--- config.mk ---
export PLATFORM = sky130hd
export DESIGN_NAME = reset_sequencer
export DESIGN_NICKNAME = d
export VERILOG_FILES = /design/src/rtl/reset_sequencer_pkg.sv /design/src/rtl/supply_glitch_filter.sv /design/src/rtl/timeout_ticker.sv /design/src/rtl/manual_edge_detect.sv /design/src/rtl/reset_sequencer.sv
export SDC_FILE = /design/constraint.sdc
export NUM_CORES = 1
export LEC_CHECK = 0
export ABC_AREA = 0
export BUFFER_PORTS_ARGS = -buffer_cell sky130_fd_sc_hd__buf_2
export CORE_ASPECT_RATIO = 1.1
export CORE_MARGIN = 5
export CORE_UTILIZATION = 50
export CTS_CLUSTER_DIAMETER = 60
export DETAILED_ROUTE_END_ITERATION = 8
export MAX_ROUTING_LAYER = met4
export PLACE_DENSITY = 0.77
export SKIP_CTS_REPAIR_TIMING = 1
export SLEW_MARGIN = 20
export SYNTH_ARGS = -nofsm -noshare
export SYNTH_HDL_FRONTEND = slang
export SYNTH_SLANG_ARGS = --single-unit
--- constraint.sdc ---
create_clock -name clk -period 3.3 [get_ports clk]
set_input_delay 0.165 -clock clk [delete_from_list [all_inputs] [get_ports clk]]
set_output_delay 0.165 -clock clk [all_outputs]
set_load 0.01 [all_outputs]
--- src/rtl/reset_sequencer_pkg.sv ---
package reset_sequencer_pkg;

    typedef enum logic [1:0] {
        SUP_BROWNOUT = 2'd0,
        SUP_HOLDOFF  = 2'd1,
        SUP_WAITPIN  = 2'd2,
        SUP_RUN      = 2'd3
    } sup_state_t;

endpackage

--- src/rtl/supply_glitch_filter.sv ---
module supply_glitch_filter #(
    parameter int unsigned GLITCH_CLKS = 4
) (
    input  logic clk,
    input  logic rst_n,
    input  logic supply_low,
    output logic supply_bad
);
    localparam int unsigned CW = $clog2(GLITCH_CLKS + 1) + 1;

    logic [CW-1:0] run_q;
    logic          bad_q;

    // The fault is accepted only once the low flag has been seen on more than GLITCH_CLKS edges.
    always_ff @(posedge clk or negedge rst_n) begin
        if (!rst_n) begin
            run_q <= '0;
            bad_q <= 1'b0;
        end else if (supply_low) begin
            if (run_q == CW'(GLITCH_CLKS)) begin
                bad_q <= 1'b1;
            end else begin
                run_q <= run_q + 1'b1;
            end
        end else begin
            run_q <= '0;
            bad_q <= 1'b0;
        end
    end

    assign supply_bad = bad_q;

    p_bad_needs_low_r3: assert property (@(posedge clk) disable iff (!rst_n)
        supply_bad |-> $past(supply_low));

    p_run_bounded_r3: assert property (@(posedge clk) disable iff (!rst_n)
        run_q <= CW'(GLITCH_CLKS));

endmodule

--- src/rtl/timeout_ticker.sv ---
module timeout_ticker #(
    parameter int unsigned TIMEOUT_TICKS = 200
) (
    input  logic clk,
    input  logic rst_n,
    input  logic clear,
    input  logic tick,
    output logic done
);
    localparam int unsigned TW = $clog2(TIMEOUT_TICKS + 1) + 1;

    logic [TW-1:0] cnt_q;

    assign done = (cnt_q == TW'(TIMEOUT_TICKS));

    always_ff @(posedge clk or negedge rst_n) begin
        if (!rst_n) begin
            cnt_q <= '0;
        end else if (clear) begin
            cnt_q <= '0;
        end else if (tick && !done) begin
            cnt_q <= cnt_q + 1'b1;
        end
    end

    p_clear_zeroes_r5: assert property (@(posedge clk) disable iff (!rst_n)
        clear |=> (cnt_q == '0));

    p_count_bounded_r2: assert property (@(posedge clk) disable iff (!rst_n)
        cnt_q <= TW'(TIMEOUT_TICKS));

endmodule

--- src/rtl/manual_edge_detect.sv ---
module manual_edge_detect (
    input  logic clk,
    input  logic rst_n,
    input  logic pin_level,
    input  logic driving,
    output logic manual_edge
);
    logic pin_prev_q;
    logic drive_prev_q;

    always_ff @(posedge clk or negedge rst_n) begin
        if (!rst_n) begin
            pin_prev_q   <= 1'b0;
            drive_prev_q <= 1'b1;
        end else begin
            pin_prev_q   <= pin_level;
            drive_prev_q <= driving;
        end
    end

    // A fall counts only if neither the current nor the previous cycle had our own pull-down on.
    assign manual_edge = pin_prev_q && !pin_level && !driving && !drive_prev_q;

    p_edge_after_high_r6: assert property (@(posedge clk) disable iff (!rst_n)
        manual_edge |-> $past(pin_level));

    p_edge_not_after_drive_r9: assert property (@(posedge clk) disable iff (!rst_n)
        manual_edge |-> !$past(driving));

endmodule

--- src/rtl/reset_sequencer.sv ---
module reset_sequencer
    import reset_sequencer_pkg::*;
#(
    parameter int unsigned TIMEOUT_TICKS = 200,
    parameter int unsigned GLITCH_CLKS   = 4
) (
    input  logic clk,
    input  logic rst_n,
    input  logic supply_low,
    input  logic pin_level,
    input  logic tick,
    output logic pull_low
);
    sup_state_t state_q, state_d;
    logic       supply_bad;
    logic       timer_done;
    logic       timer_clear;
    logic       manual_edge;

    supply_glitch_filter #(.GLITCH_CLKS(GLITCH_CLKS)) u_filter (
        .clk        (clk),
        .rst_n      (rst_n),
        .supply_low (supply_low),
        .supply_bad (supply_bad)
    );

    timeout_ticker #(.TIMEOUT_TICKS(TIMEOUT_TICKS)) u_timer (
        .clk   (clk),
        .rst_n (rst_n),
        .clear (timer_clear),
        .tick  (tick),
        .done  (timer_done)
    );

    manual_edge_detect u_edge (
        .clk         (clk),
        .rst_n       (rst_n),
        .pin_level   (pin_level),
        .driving     (pull_low),
        .manual_edge (manual_edge)
    );

    always_ff @(posedge clk or negedge rst_n) begin
        if (!rst_n) begin
            state_q <= SUP_BROWNOUT;
        end else begin
            state_q <= state_d;
        end
    end

    always_comb begin
        state_d = state_q;
        unique case (state_q)
            SUP_BROWNOUT: begin
                if (!supply_bad) state_d = SUP_HOLDOFF;
            end
            SUP_HOLDOFF: begin
                if (supply_bad)      state_d = SUP_BROWNOUT;
                else if (timer_done) state_d = SUP_WAITPIN;
            end
            SUP_WAITPIN: begin
                if (supply_bad)     state_d = SUP_BROWNOUT;
                else if (pin_level) state_d = SUP_RUN;
            end
            SUP_RUN: begin
                if (supply_bad)       state_d = SUP_BROWNOUT;
                else if (manual_edge) state_d = SUP_HOLDOFF;
            end
        endcase
    end

    always_comb begin
        pull_low    = 1'b0;
        timer_clear = 1'b1;
        unique case (state_q)
            SUP_BROWNOUT: pull_low = 1'b1;
            SUP_HOLDOFF: begin
                pull_low    = 1'b1;
                timer_clear = 1'b0;
            end
            SUP_WAITPIN:  pull_low = 1'b0;
            SUP_RUN:      pull_low = 1'b0;
        endcase
    end

    p_fault_drives_r4: assert property (@(posedge clk) disable iff (!rst_n)
        supply_bad |=> pull_low);

    p_release_after_timeout_r2: assert property (@(posedge clk) disable iff (!rst_n)
        $fell(pull_low) |-> $past(timer_done));

    p_manual_asserts_r6: assert property (@(posedge clk) disable iff (!rst_n)
        (state_q == SUP_RUN && manual_edge && !supply_bad) |=> pull_low);

    p_wait_holds_r8: assert property (@(posedge clk) disable iff (!rst_n)
        (state_q == SUP_WAITPIN && !pin_level && !supply_bad) |=> (state_q == SUP_WAITPIN));

endmodule

* Word-level counts from Yosys, hierarchy flattened
Index checks and enable logic that the tools add are counted.
** Storage, ports and cells
- Word-level logic and storage cells :: 47
- Input bits :: 5
- Register bits after elaboration :: 18
** Cells by class
- Equal/unequal tests :: 12
- Add/subtract/negate cells :: 2
- Mux-type cells :: 15
- Reductions and logical operators :: 12
** Operator list (count)
- $mux 9 :: 2
- $mux 2 :: 7
- $add 9x1->9 const B :: 1
- $eq 9x8->1 const B :: 1
- $mux 4 :: 2
- $pmux 2 s4 :: 1
- $ne 3x2->1 const B :: 2
- $add 4x1->4 const B :: 1
- $eq 2x2->1 const B :: 2
- $eq 4x3->1 const B :: 1
- $logic_and 1x1->1 :: 4
- $logic_not 1->1 :: 4
- $ne 2x1->1 const B :: 2
- $ne 2x2->1 const B :: 2
- $reduce_and 4->1 :: 1
- $reduce_or 2->1 :: 2
- $ne 3x1->1 const B :: 1
- $eq 2x1->1 const B :: 1
- $logic_not 2->1 :: 1
- $mux 1 :: 2
- $pmux 1 s2 :: 1

* Longest topological paths before layout
Gate-level depths: netlist of run 1.
- Word-level depth :: 9
- Depth in mapped cells :: 5
- Gate-level depth less buffers :: 5

* Modules after synthesis
From an unflattened synthesis of run 1, not the netlist that was laid out.
** Second synthesis, totals
- Cell total of the unflattened synthesis :: 88
- Area, all modules :: 912.1 µm²
** Modules (own cells, without submodules)
- timeout_ticker :: cells each 52, sequential area each 225.2 µm², area each 494.2 µm², times used 1
- supply_glitch_filter :: cells each 24, sequential area each 125.1 µm², area each 257.7 µm², times used 1
- reset_sequencer :: cells each 9, sequential area each 50.0 µm², area each 93.8 µm², times used 1
- manual_edge_detect :: cells each 3, sequential area each 51.3 µm², area each 66.3 µm², times used 1

* Worst setup path after synthesis of run 1
OpenSTA, ideal clock, no wires.
- Path kind :: reg-to-reg
- Start point :: register u_timer.cnt_q[0]
- End point :: register u_timer.cnt_q[0]
- Setup time :: 0.080 ns
- Arrival time :: 1.341 ns
- Path slack :: 1.880 ns
- Period minus slack after synthesis :: 1.420 ns
- Cell stages (with the launch flop) :: 6
- Data required time :: 3.220 ns
- Path buffers :: 0
- Path through :: dfrtp_1 -> inv_1 -> ha_1 -> and4b_1 -> a21boi_0 -> mux2i_1
** On the way
- Longest elaborated chain between the ends :: 4
- Elaborated cells between the ends (all ways) :: 7
- Those cells by class :: 1 x add/sub; 2 x eq/ne; 2 x mux; 2 x reduce/logical
** RTL lines
- start: declaration :: line timeout_ticker.sv:12 : logic [TW-1:0] cnt_q;
- start signal: assignment :: line timeout_ticker.sv:22 : cnt_q <= cnt_q + 1'b1;
- branches (longest 4 deep; another with $add 9x1->9)
Several ways; the timed one is not identified. The select of a mux whose other input is x is not followed.
A chain may end at the register's enable or synchronous reset.

* Final worst setup path of run 1
- Start point :: register u_timer.cnt_q[5]
- End point :: register u_timer.cnt_q[1]
** On the way
- Longest elaborated chain between the ends :: 4
** RTL lines
- $eq 9x8->1 :: line timeout_ticker.sv:14 : assign done = (cnt_q == TW'(TIMEOUT_TICKS));
- $logic_not 1->1 :: line timeout_ticker.sv:21 : end else if (tick && !done) begin
- $logic_and 1x1->1 :: line timeout_ticker.sv:21
- $ne 2x1->1 (no source line)
No other way between the ends.

==> summary by stage, run 1 <==
Setup path
The arrival time at the worst endpoint is 1740 ps. STA classifies the critical path startpoint as a flip-flop. The worst register-to-register path begins at u_timer.cnt_q[5]. The worst setup path category is flip-flop to flip-flop. The worst setup path startpoint is u_timer.cnt_q[5]. The worst reg-to-reg path cell count is 3. The worst setup slack for register-to-register paths is 1740 ps. STA classifies the critical path endpoint as a flip-flop.

The worst register-to-register path ends at u_timer.cnt_q[1]. The last element of the critical path is u_timer.cnt_q[1]. In this run the worst path has a maximum fanout of 5. Data on the critical path is required at its endpoint by 3490 ps.

Power
The power per standard cell area is 578 mW/mm2. The largest voltage drop on the vdd net is 0.261 mV. The leakage component of the power is 0.463 nW.

Logic synthesis
Sequential cells were found to cover 51.4% of the synthesized design area. Among all cell types in the netlist, the one instantiated most often is dfrtp_1. The number of nets in the synthesized netlist is 94. The share of the synthesized netlist area taken by xor and xnor gates is 1.99%. The post-synthesis mux area share is 4.55%. The simple logic cell fraction of the synthesized area is 20.2%. After synthesis, the cell types taking the most area are dfrtp_1 (48%), ha_1 (5.7%), nand2_1 (4.7%). The fraction of the mapped netlist area in compound gates is 13.7%. Counting distinct cell types in the post-synthesis netlist gives 30. The dominant cell type by area after synthesis is dfrtp_1. In this run the cell area of the synthesized design comes to 880 um2.

The top cell type's share of synthesized area is 48.4%. Counting flops with an async set or reset pin after synthesis yields a share of 100%. The register bit total from synthesis is 18.

Yosys mapped a number of flops with a built-in enable equal to 0. The main flop type after synthesis is dfrtp_1. Sorting the synthesized cells by how often they occur yields dfrtp_1 (17), nand2_1 (11), a21oi_1 (7).

Synthesis produced a netlist whose cell count is 85. The adder and majority cell fraction of the synthesized area is 5.69%. The mean post-synth cell area is 10.3 um2.

The Yosys step of the flow raised 0 warnings. The dominant combinational cell family by area after synthesis is simple AND/OR/NAND/NOR gates.

Layout
Of the cells placed in the final design, the portion with a size suffix greater than 1 is 14.6%. The final layout contains 106 nets. The area growth from synthesis to layout is 11.8%.

The non-filler instance count after layout is 114. The number of antenna repair diodes is 0.

Global route
The first global-routing pass estimated 2.82 mm of wire. The number of antenna violations at the first check in global routing is 0. The overall global routing resource usage is 14.4%.

Entering global routing, the biggest net connects 19 pins. The via count of the first global-routing pass was 687. For this run the aggregate overflow at the end of global routing stands at 0.

Clock network
The clock net in this run drives a total of 18 sinks. The cell sitting at the root of the clock tree is a clkbuf_4. The TritonCTS clock tree is done. For the worst-skew pair, the clock arrives at the later sink with an insertion delay of 300 ps.

The clock-pin slew on the worst setup and hold paths is 100 ps. The H-tree depth reported by CTS is 1. The total clock buffers created by CTS is 3.

The clock tree buffer depth is 2.

Floorplanning
The horizontal die dimension is 50.0 um. The floorplan die area is 0.00270 mm2. During I/O placement, the number of pins put on the boundary was 6. The region available for standard cell placement spans 0.00172 mm2.

The initial core utilization is 51.1%. The floorplan step set the die height to 54.0 um. The initialized floorplan defines 16 standard-cell rows.

STA
The max-slew violation total from the final report was 0. For the finished layout, the period the worst path requires is 1560 ps. Setup repair after global routing left no endpoint under its margin. The count of endpoints failing setup in the final report is 0.

The setup TNS is 0 ps. Across the routed clock network, the largest skew measured is 4.76 ps. The worst pin sits at a relative slew slack of 61.7%. The share of the cycle needed by the critical path after routing is 47.3%.

The pin slew with the least headroom to its limit is 567 ps. The number of endpoints with negative hold slack in the final report came to 0. The maximum operating frequency is 641 MHz.

Drt
The wire length after detailed routing is 1.57 mm. The detail-routed net length per standard cell is 13.7 um. The detailed-route DRC error count is 0.

The via count of the routed design is 665. In the routed layout, each cell is associated on average with a via count of 5.83. The number of search-and-repair iterations in the first detailed-routing pass is 4. The detail route stage leaves a number of antenna-violating nets equal to 0. The first routing iteration left 9 violations.

Min path
The min-delay analysis places its worst path in the category input pin to flip-flop.

Placement
Including well taps, the total number of placed cells is 108. The port buffer count is 5. The half-perimeter wire length of the detailed placement result is 1.16 mm. At the end of routability-driven placement, the weighted congestion stood at 0.750.

Run
The tool flagged a number of max-cap violations equal to 0.

Outcome
The run finished with clean final reports.
## registers in the layout (all words and copies together), names as in the netlist
name                 cells
u_edge.pin_prev_q        1
state_q                  2
u_filter.supply_bad      1
u_timer.cnt_q            9
u_filter.run_q           4
u_edge.drive_prev_q      1
## final cells by class
cell class / instances / area (um2)
fillers: 154 / 738
flip-flops and latches: 18 / 452
multi-input cells: 61 / 405
repair buffers: 7 / 45.0
clock buffers: 4 / 36.3
inverters: 6 / 22.5
well taps: 18 / 22.5
## worst max-delay path: stages, from the launching register on
cell and delay [ps]:
dfrtp_1 430, nor4b_1 560, a21boi_0 280, mux2i_1 180
## kinds of logic after synthesis
| group | after synthesis |
|---|---|
| XOR/XNOR | 2 |
| flip-flops | 18 |
| buffers and inverters | 6 |
| AND/OR/NAND/NOR | 32 |
| AO/OA/AOI/OAI | 19 |
| multiplexers | 4 |
| adder cells (fa/ha/maj) | 4 |
## worst min path at each step
stage | from | end | cells past startpoint
after floorplan | rst_n | state_q[0] | 0
after global placement | rst_n | u_filter.run_q[3] | 1
after detailed placement | rst_n | u_timer.cnt_q[4] | 1
after CTS | rst_n | u_timer.cnt_q[7] | 1
after global routing | supply_low | u_filter.run_q[3] | 2
final | supply_low | u_filter.supply_bad | 2
## where the power goes
| group | internal (mW) | switching [mW] |
|---|---|---|
| registers | 0.259 | 0.0470 |
| clock network | 0.0674 | 0.0716 |
| logic | 0.0563 | 0.0676 |
| total | 0.383 | 0.186 |
## routing by layer
metal	part of all wire (%)	vias to the layer above	GRT usage (%)
met5	0	-	-
met4	2.1	0	7.86
met3	3.1	5	3.60
met2	50	8	23.8
met1	45	328	15.9
li1	-	324	-
## cell usage in the layout (no fill, tap or decap), types with 3 or more instances in the layout
cell,instances
nand2_1,11
ha_1,4
clkbuf_4,3
inv_1,6
o21ai_0,4
mux2i_1,4
nand3_1,3
nor2b_1,3
a21oi_1,7
dfrtp_1,17
buf_2,5
## per-stage QoR
step	power, mW	cell area, um2	hold WS [ps]	utilization [%]	setup WS (ps)
finish	0.569	983	127	57.1	1740
global route	0.613	983	138	57.1	1610
CTS	0.573	963	-226	56.0	1710
detailed placement	0.434	927	116	53.9	1730
global placement	0.422	927	110	53.9	1810
floorplan	0.393	880	-131	-	1880
(Power assumes the default switching activity.)
==> run 2: changes to the inputs <==
--- a/config.mk
+++ b/config.mk
@@ -5,7 +5,7 @@
 export SDC_FILE = /design/constraint.sdc
 export NUM_CORES = 1
 export LEC_CHECK = 0
-export ABC_AREA = 0
+export ABC_AREA = 1
 export BUFFER_PORTS_ARGS = -buffer_cell sky130_fd_sc_hd__buf_2
 export CORE_ASPECT_RATIO = 1.1
 export CORE_MARGIN = 5
@@ -13,7 +13,7 @@
 export CTS_CLUSTER_DIAMETER = 60
 export DETAILED_ROUTE_END_ITERATION = 8
 export MAX_ROUTING_LAYER = met4
-export PLACE_DENSITY = 0.77
+export PLACE_DENSITY = 0.79
 export SKIP_CTS_REPAIR_TIMING = 1
 export SLEW_MARGIN = 20
 export SYNTH_ARGS = -nofsm -noshare
==> constraint.sdc (replaced) <==
create_clock -name clk -period 1.4 [get_ports clk]
set_input_delay 0.07 -clock clk [delete_from_list [all_inputs] [get_ports clk]]
set_output_delay 0.07 -clock clk [all_outputs]
set_load 0.01 [all_outputs]
==> run 2 against run 1 <==
The run now ends with setup timing left. Sequential power is 140% higher. Final area increased by 32%. Clock power grew 94%. Flip-flop and latch count is the same. Critical path depth increased by 6. Largest power group is now combinational cells.
==> summary by stage, run 2 <==
Outcome
The flow ran to the end, but the final reports show violations. The final reports fail on setup timing.

Layout
The most common cell after layout, fill and taps aside is nand2_1. The share of final-layout standard cells stronger than drive strength 1 is 20.4%. The library cells used most frequently in the layout, excluding fill and tap cells, are nand2_1 (40), nor2_1 (19), dfrtp_1 (17), inv_1 (16), nand3_1 (14).

From synthesis to final layout, the design area changed by 22.5%. The number of antenna repair diodes is 0. The register name with the most flops is u_timer.cnt_q. The register with the most flip-flops in the layout has 9 of them. The layout net count is 172. After routing the design area is 0.00129 mm2. The largest registers in the layout are u_timer.cnt_q (9), u_filter.run_q (4), state_q (2).

Global route
The via count of the first global-routing pass came to 875. The number of antenna violations at the first check in global routing is 0. For this run, the total global-route usage over all layers was measured as 15.4%. Global routing finished with a remaining overflow of 0. The first global-routing pass estimated 3.49 mm of wire.

The largest net degree at the start of global routing is 19.

Placement
The area after detailed placement is 0.00113 mm2. The half-perimeter wire length of the detailed placement result is 1.53 mm. The routability-driven placement congestion ratio is 0.849. The port buffer count is 5.

Clock network
After clock tree synthesis, the clock-pin slew on the worst setup and hold paths is 100 ps. The number of sinks on the clock net is 18. The clock network latency to the later pin of the worst-skew pair is 290 ps. The H-tree depth reported by CTS is 1. The TritonCTS clock tree is done. The clock tree buffer depth is 2. Counting the buffers created by CTS gives 3. The cell sitting at the root of the clock tree is a clkbuf_4.

Setup path
On the critical path, the stage with the largest delay is an instance of dfrtp_1. For this run, the slowest stage of the critical path takes 450 ps. For flop-to-flop paths, the worst setup slack is -50 ps.

Along the worst path, the maximum fanout reaches 5. Walking the worst path, the cells encountered are inv_1 > nand2_1 > nor2_1 > nand2_1 > nand2_4 > buf_12 > inv_8 > nand3_2 > nand2_1. The worst reg-to-reg path cell count is 9. The worst setup path category is flip-flop to flip-flop.

The buffering stage count on the worst path with inverters included is 3. In this run the critical register-to-register path is captured at u_timer.cnt_q[6]. The startpoint identified for the worst register-to-register timing path is u_timer.cnt_q[4]. The worst setup path startpoint is u_timer.cnt_q[4]. The last element of the critical path is u_timer.cnt_q[6]. The kind of end point of the critical path is a flip-flop. The kind of cell with the highest combined delay on the critical path is simple AND/OR/NAND/NOR gates.

The depth of the critical timing path with buffers and inverters included is 9. STA puts the critical path data required time at 1590 ps. By instance count, the cell type seen most on the critical path is nand2_1.

The worst setup path is launched from a flip-flop. For the worst setup path, the data arrival time is 1640 ps.

Floorplanning
The count of boundary I/O pins is 6. The floorplan row count is 17. Once the floorplan was initialized, standard cells occupied 52.3% of the core. The region available for standard cell placement spans 0.00202 mm2. The die covers 0.00314 mm2.

The horizontal die dimension is 53.8 um. The height of the die is 58.2 um.

Logic synthesis
Yosys mapped a number of flops with a built-in enable equal to 0. Yosys attributes the largest share of cell area to dfrtp_1 (40%), nand2_1 (15%), nand3_1 (9.5%). Counting flops and latches in the post-synthesis netlist gives 18.

The number of nets in the synthesized netlist is 154. The most common cell in the netlist is nand2_1. The share of synthesized area in the top cell type comes to 40.2%. For this run, the register share of the synthesized area comes to 42.7%. After synthesis the cells add up to 0.00106 mm2.

Counting every instance in the synthesized netlist gives 145. The fraction of registers with async set/reset is 100%. The synthesized design spends more area on one cell type than any other, namely dfrtp_1. Synthesis instantiated 21 different standard cells from the library. For this run, the number of Yosys warnings is 0. In the synthesized netlist, the cells that appear most often are nand2_1 (42), nand3_1 (20), nor2_1 (20). The main flop type after synthesis is dfrtp_1. Averaged over all synthesized cells, the footprint is 7.29 um2.

STA
At the pin with the least slew margin, the transition time is 402 ps. The max-slew violation total from the final report is 0. For the final database, setup skew stands at 1.82 ps.

Static timing analysis puts the maximum clock frequency at 690 MHz. The number of endpoints with negative hold slack in the final report was 0. The worst relative slew slack is 73.2%. The setup TNS is -164 ps.

Setup violations remaining at the end of the flow were counted as 5. Setup repair after global routing could not meet its margin everywhere. The post-layout worst setup margin is -49.6 ps.

The routed design could run at a clock period as short as 1450 ps. Of the available clock period, the critical path in the final layout requires 104%.

Drt
The detailed-route DRC error count is 0. Dividing the detail-routed via count by the number of cells gives 5.09. The wire length on met3 is 72 um. In the final routed layout, each cell accounts on average for 12.0 um. The pre-antenna-repair detailed-routing pass consisted of 4 iterations. The met2 layer wire length in the routed design is 1.25 mm. For this block, the routed nets add up to 2.28 mm of wire. The residual antenna-violating net count after detailed routing is 0. Summing over every cut layer, the via total after detailed routing is 968.

The highest layer used for signal routing is met4. The number of DRC violations after detailed-routing iteration 0 is 9. The met1 layer wirelength in the final routing is 910 um.

Power
The largest voltage drop on the vdd net is 0.846 mV. The overall power after layout is 1.81 mW. The power per standard cell area is 1400 mW/mm2. The leakage component of the power is 0.655 nW.

Min path
The worst hold path belongs to the class input pin to flip-flop.

Run
Across the run, the number of max-cap violations was 0.
run 2: changes by cell type in the layout (fill, tap and decap cells not counted), sizes merged, moves of 3 or more:
cell and change:
nor2 +19, a21oi -4, nand2 +33, inv +13
nand3 +17, nor2b -3, buf +7, mux2i -4
run 2: kinds of logic (layout without fill, tap and decap cells):
| group | count (synthesis) | after routing | share of synthesized area, % |
|---|---|---|---|
| flip-flops | 18 | 18 | 42.7 |
| AO/OA/AOI/OAI | 9 | 9 | 4.73 |
| AND/OR/NAND/NOR | 89 | 89 | 35.7 |
| XOR/XNOR | 4 | 4 | 3.31 |
| adder cells (fa/ha/maj) | 4 | 4 | 4.73 |
| buffers and inverters | 21 | 38 | 8.76 |
run 2: how the worst min path moves through the flow:
stage | startpoint | end | slack, ps | cells after the start
6_report | supply_low | u_filter.run_q[0] | 50 | 3
3_3_place_gp | rst_n | u_filter.run_q[3] | 20 | 1
2_1_floorplan | rst_n | state_q[0] | -230 | 0
3_5_place_dp | rst_n | u_filter.run_q[0] | 20 | 1
5_1_grt | supply_low | u_filter.run_q[1] | 70 | 3
4_1_cts | rst_n | u_filter.run_q[1] | -300 | 1
run 2: metal layers:
layer,vias up,track usage (%)
met2,19,26.5
met5,-,-
met3,6,3.86
met1,454,16.2
li1,489,-
met4,0,6.57
run 2: report_power, final:
part	internal, mW	switching, mW	total [mW]
sequential	0.642	0.106	0.749
clock	0.111	0.158	0.269
combinational	0.333	0.464	0.797
total	1.09	0.728	1.81
run 2: layout make-up:
class                   count  area (um2)
multi-input cells         106         568
repair buffers             15         135
clock buffers               4        26.3
fillers                   195         726
well taps                  28        35.0
inverters                  19        78.8
flip-flops and latches     18         452
run 2: through the flow:
stage | worst slack, ps | cells | hold WS (ps) | util (%)
after CTS | -41.3 | 183 | -304 | 57.4
after floorplan | 167 | 145 | -226 | -
final | -49.6 | 190 | 47.3 | 64.1
after global placement | 101 | 179 | 19.3 | 56.1
after detailed placement | 1.86 | 179 | 19.7 | 56.1
after global routing | -134 | 190 | 69.4 | 64.1
run 2: worst min-delay path, delay by kind of cell:
family	cells	cell delay [ps]
simple gates	1	70
compound gates	1	70
buf+inv	1	100
==> run 3: changes to the inputs <==
--- a/config.mk
+++ b/config.mk
@@ -13,7 +13,7 @@
 export CTS_CLUSTER_DIAMETER = 60
 export DETAILED_ROUTE_END_ITERATION = 8
 export MAX_ROUTING_LAYER = met4
-export PLACE_DENSITY = 0.79
+export PLACE_DENSITY = 0.7
 export SKIP_CTS_REPAIR_TIMING = 1
 export SLEW_MARGIN = 20
 export SYNTH_ARGS = -nofsm -noshare
==> run 3 against run 2 <==
The run now ends clean. Flip-flop and latch count stayed put. Via count is 5.8% lower. Utilization is 2.1 points lower. Worst setup slack better by 78 ps. Critical endpoint is now u_timer.cnt_q[7].
==> summary by stage, run 3 (synthesized netlist as in run 2, its figures left out) <==
Drt
Summed over all layers, the routed wires come to 2.01 mm. After the first detailed-routing iteration, the DRC count stood at 13. The residual antenna-violating net count after detailed routing is 0.

Before antenna repair, the detailed router went through 6 iterations. For this run, design rule violations remaining after detail routing come to 0. The detail-routed net length per standard cell is 10.8 um. Using the TritonRoute via totals, the vias-per-cell ratio works out to 4.90.

Summing over every cut layer, the via total after detailed routing is 912.

Setup path
The worst setup slack for register-to-register paths is 30 ps. The startpoint identified for the worst register-to-register timing path is u_timer.cnt_q[0]. In this run the worst setup path terminates at u_timer.cnt_q[7]. The worst setup path is of the flip-flop to flip-flop kind.

STA classifies the critical path endpoint as a flip-flop. The worst setup path is launched from a flip-flop. The critical path starts at u_timer.cnt_q[0]. The number of cells on the worst reg-to-reg path is 10.

The required arrival time at the worst endpoint is 1580 ps. STA puts the critical path data arrival time at 1550 ps. The worst register-to-register path ends at u_timer.cnt_q[7].

Along the worst path, the maximum fanout reaches 5.

Layout
The most common cell after layout, fill and taps aside is nand2_1. In the layout the commonest cells are nand2_1 (37), nor2_1 (18), nand3_1 (18), inv_1 (17), dfrtp_1 (17). More flip-flops sit in one register than any other, and that register is u_timer.cnt_q.

The final layout contains 168 nets. The repair_antennas step left the layout with diodes totalling 0. The share of final-layout standard cells stronger than drive strength 1 is 19.0%. The register with the most flip-flops in the layout has 9 of them. In the final layout, the registers with the most flip-flops are u_timer.cnt_q (9), u_filter.run_q (4), state_q (2). The synthesis-to-layout area growth is 18.5%.

Global route
The via count of the first global-routing pass is 855. The largest net degree at the start of global routing is 19. The number of antenna violations at the first check in global routing is 0.

Across every metal layer, demand over resource in global routing totals 15.1%. For this run the aggregate overflow at the end of global routing stands at 0. The wire length of the first global-routing pass is 3.47 mm.

Clock network
The clock tree buffer depth is 2. The TritonCTS clock tree is done. After clock tree synthesis, the clock-pin slew on the worst setup and hold paths is 110 ps.

For this design, the sink count on the clock tree is 18. The cell at the root of the clock tree is clkbuf_4. In this run the number of H-tree levels came out at 1. The total clock buffers created by CTS is 3. Clock latency on the worst-skew pair, taken at its later pin, is 290 ps.

Power
The power per standard cell area is 1390 mW/mm2. The part of the total power dissipated in the clock network is 18.2%. In this run the static leakage power is 0.635 nW.

The power share of the sequential group is 43.4%. The internal power of the cells is 1.07 mW. The overall power after layout is 1.74 mW. Combinational logic is responsible for 38.4% of the overall power. The net switching power figure is 0.676 mW. In this run switching power makes up 38.8% of total power.

VDD sags by at most 0.956 mV.

Floorplanning
The total area inside the core boundary comes to 0.00202 mm2. The floorplan step defined a die boundary enclosing 0.00314 mm2. The initial core utilization is 52.3%. In this run the horizontal extent of the chip is 53.8 um. The count of boundary I/O pins is 6.

The height of the die is 58.2 um. The floorplan row count is 17.

Placement
At the end of routability-driven placement, the weighted congestion stood at 0.796. The port buffer count is 5. Detailed placement finished with a half-perimeter wire length of 1.43 mm.

Min path
The path class of the tightest hold or removal check is input pin to flip-flop. The worst hold path startpoint is supply_low.

STA
The max-slew violation total from the final report came to 0. Setup repair after global routing could not meet its margin everywhere. The number of endpoints with negative hold slack in the final report is 0. The final critical path takes up 98.0% of the cycle. Derived from the worst setup path, the maximum achievable clock frequency is 729 MHz. After layout, the minimum clock period comes to 1370 ps. The worst setup skew after layout is 8.95 ps. The count of endpoints failing setup in the final report is 0. The setup TNS is 0 ps. The pin slew with the least headroom to its limit is 394 ps. The worst relative slew slack is 73.7%.

Outcome
The run finished with clean final reports.

Run
Across the run, the number of max-cap violations was 0.
==> run 3: cell count changes in the layout (fill, tap and decap cells not counted), sizes merged <==
| cell | before | now |
|---|---|---|
| buf | 12 | 8 |
==> run 3: how the worst min path moves through the flow <==
stage | cells after the start | slack, ps | to
6_report | 3 | 60 | u_filter.supply_bad
5_1_grt | 3 | 50 | u_filter.run_q[1]
4_1_cts | 1 | -310 | u_filter.supply_bad
3_5_place_dp | 1 | 20 | u_filter.run_q[0]
3_3_place_gp | 1 | 20 | u_filter.run_q[0]
2_1_floorplan | 0 | -230 | state_q[0]
==> run 3: layer usage <==
metal,GRT usage [%],share of wire [%],vias to the layer above,routed length (um)
li1,-,-,478,-
met2,23.4,50,12,1010
met4,6.57,0.85,0,17
met5,-,0,-,0
met3,2.31,2.2,2,45
met1,19.1,47,420,935
==> run 3: area by class of cell <==
cell class	instances	area, um2
Clock buffer	4	36.3
Sequential cell	18	452
Timing Repair Buffer	11	105
Tap cell	28	35.0
Multi-Input combinational cell	106	551
Fill cell	184	768
Inverter	19	73.8
==> run 3: critical path: stages, from the launching register on <==
cell,delay [ps]
dfrtp_1,430
inv_2,70
ha_2,160
nand2_2,40
nor2_2,100
nand2_2,80
nand2_4,100
buf_12,120
inv_4,40
nand3_1,70
nand2_1,60
==> run 3: power by group through the flow <==
stage,sequential [mW],combinational (mW),clock (mW)
final,0.757,0.669,0.317
after global routing,0.776,0.778,0.358
after CTS,0.753,0.610,0.328
after detailed placement,0.761,0.609,0
after global placement,0.758,0.582,0
after floorplan,0.737,0.477,0
==> run 3: stage by stage <==
stage	util (%)	hold WS (ps)	area [um2]	setup WS (ps)	cells
after floorplan	-	-226	1060	167	145
after global placement	55.7	20.5	1130	107	178
after detailed placement	55.7	17.5	1130	53.4	178
after CTS	57.5	-310	1160	28.2	182
after global routing	62.0	50.9	1250	-65.6	186
final	62.0	56.7	1250	28.5	186
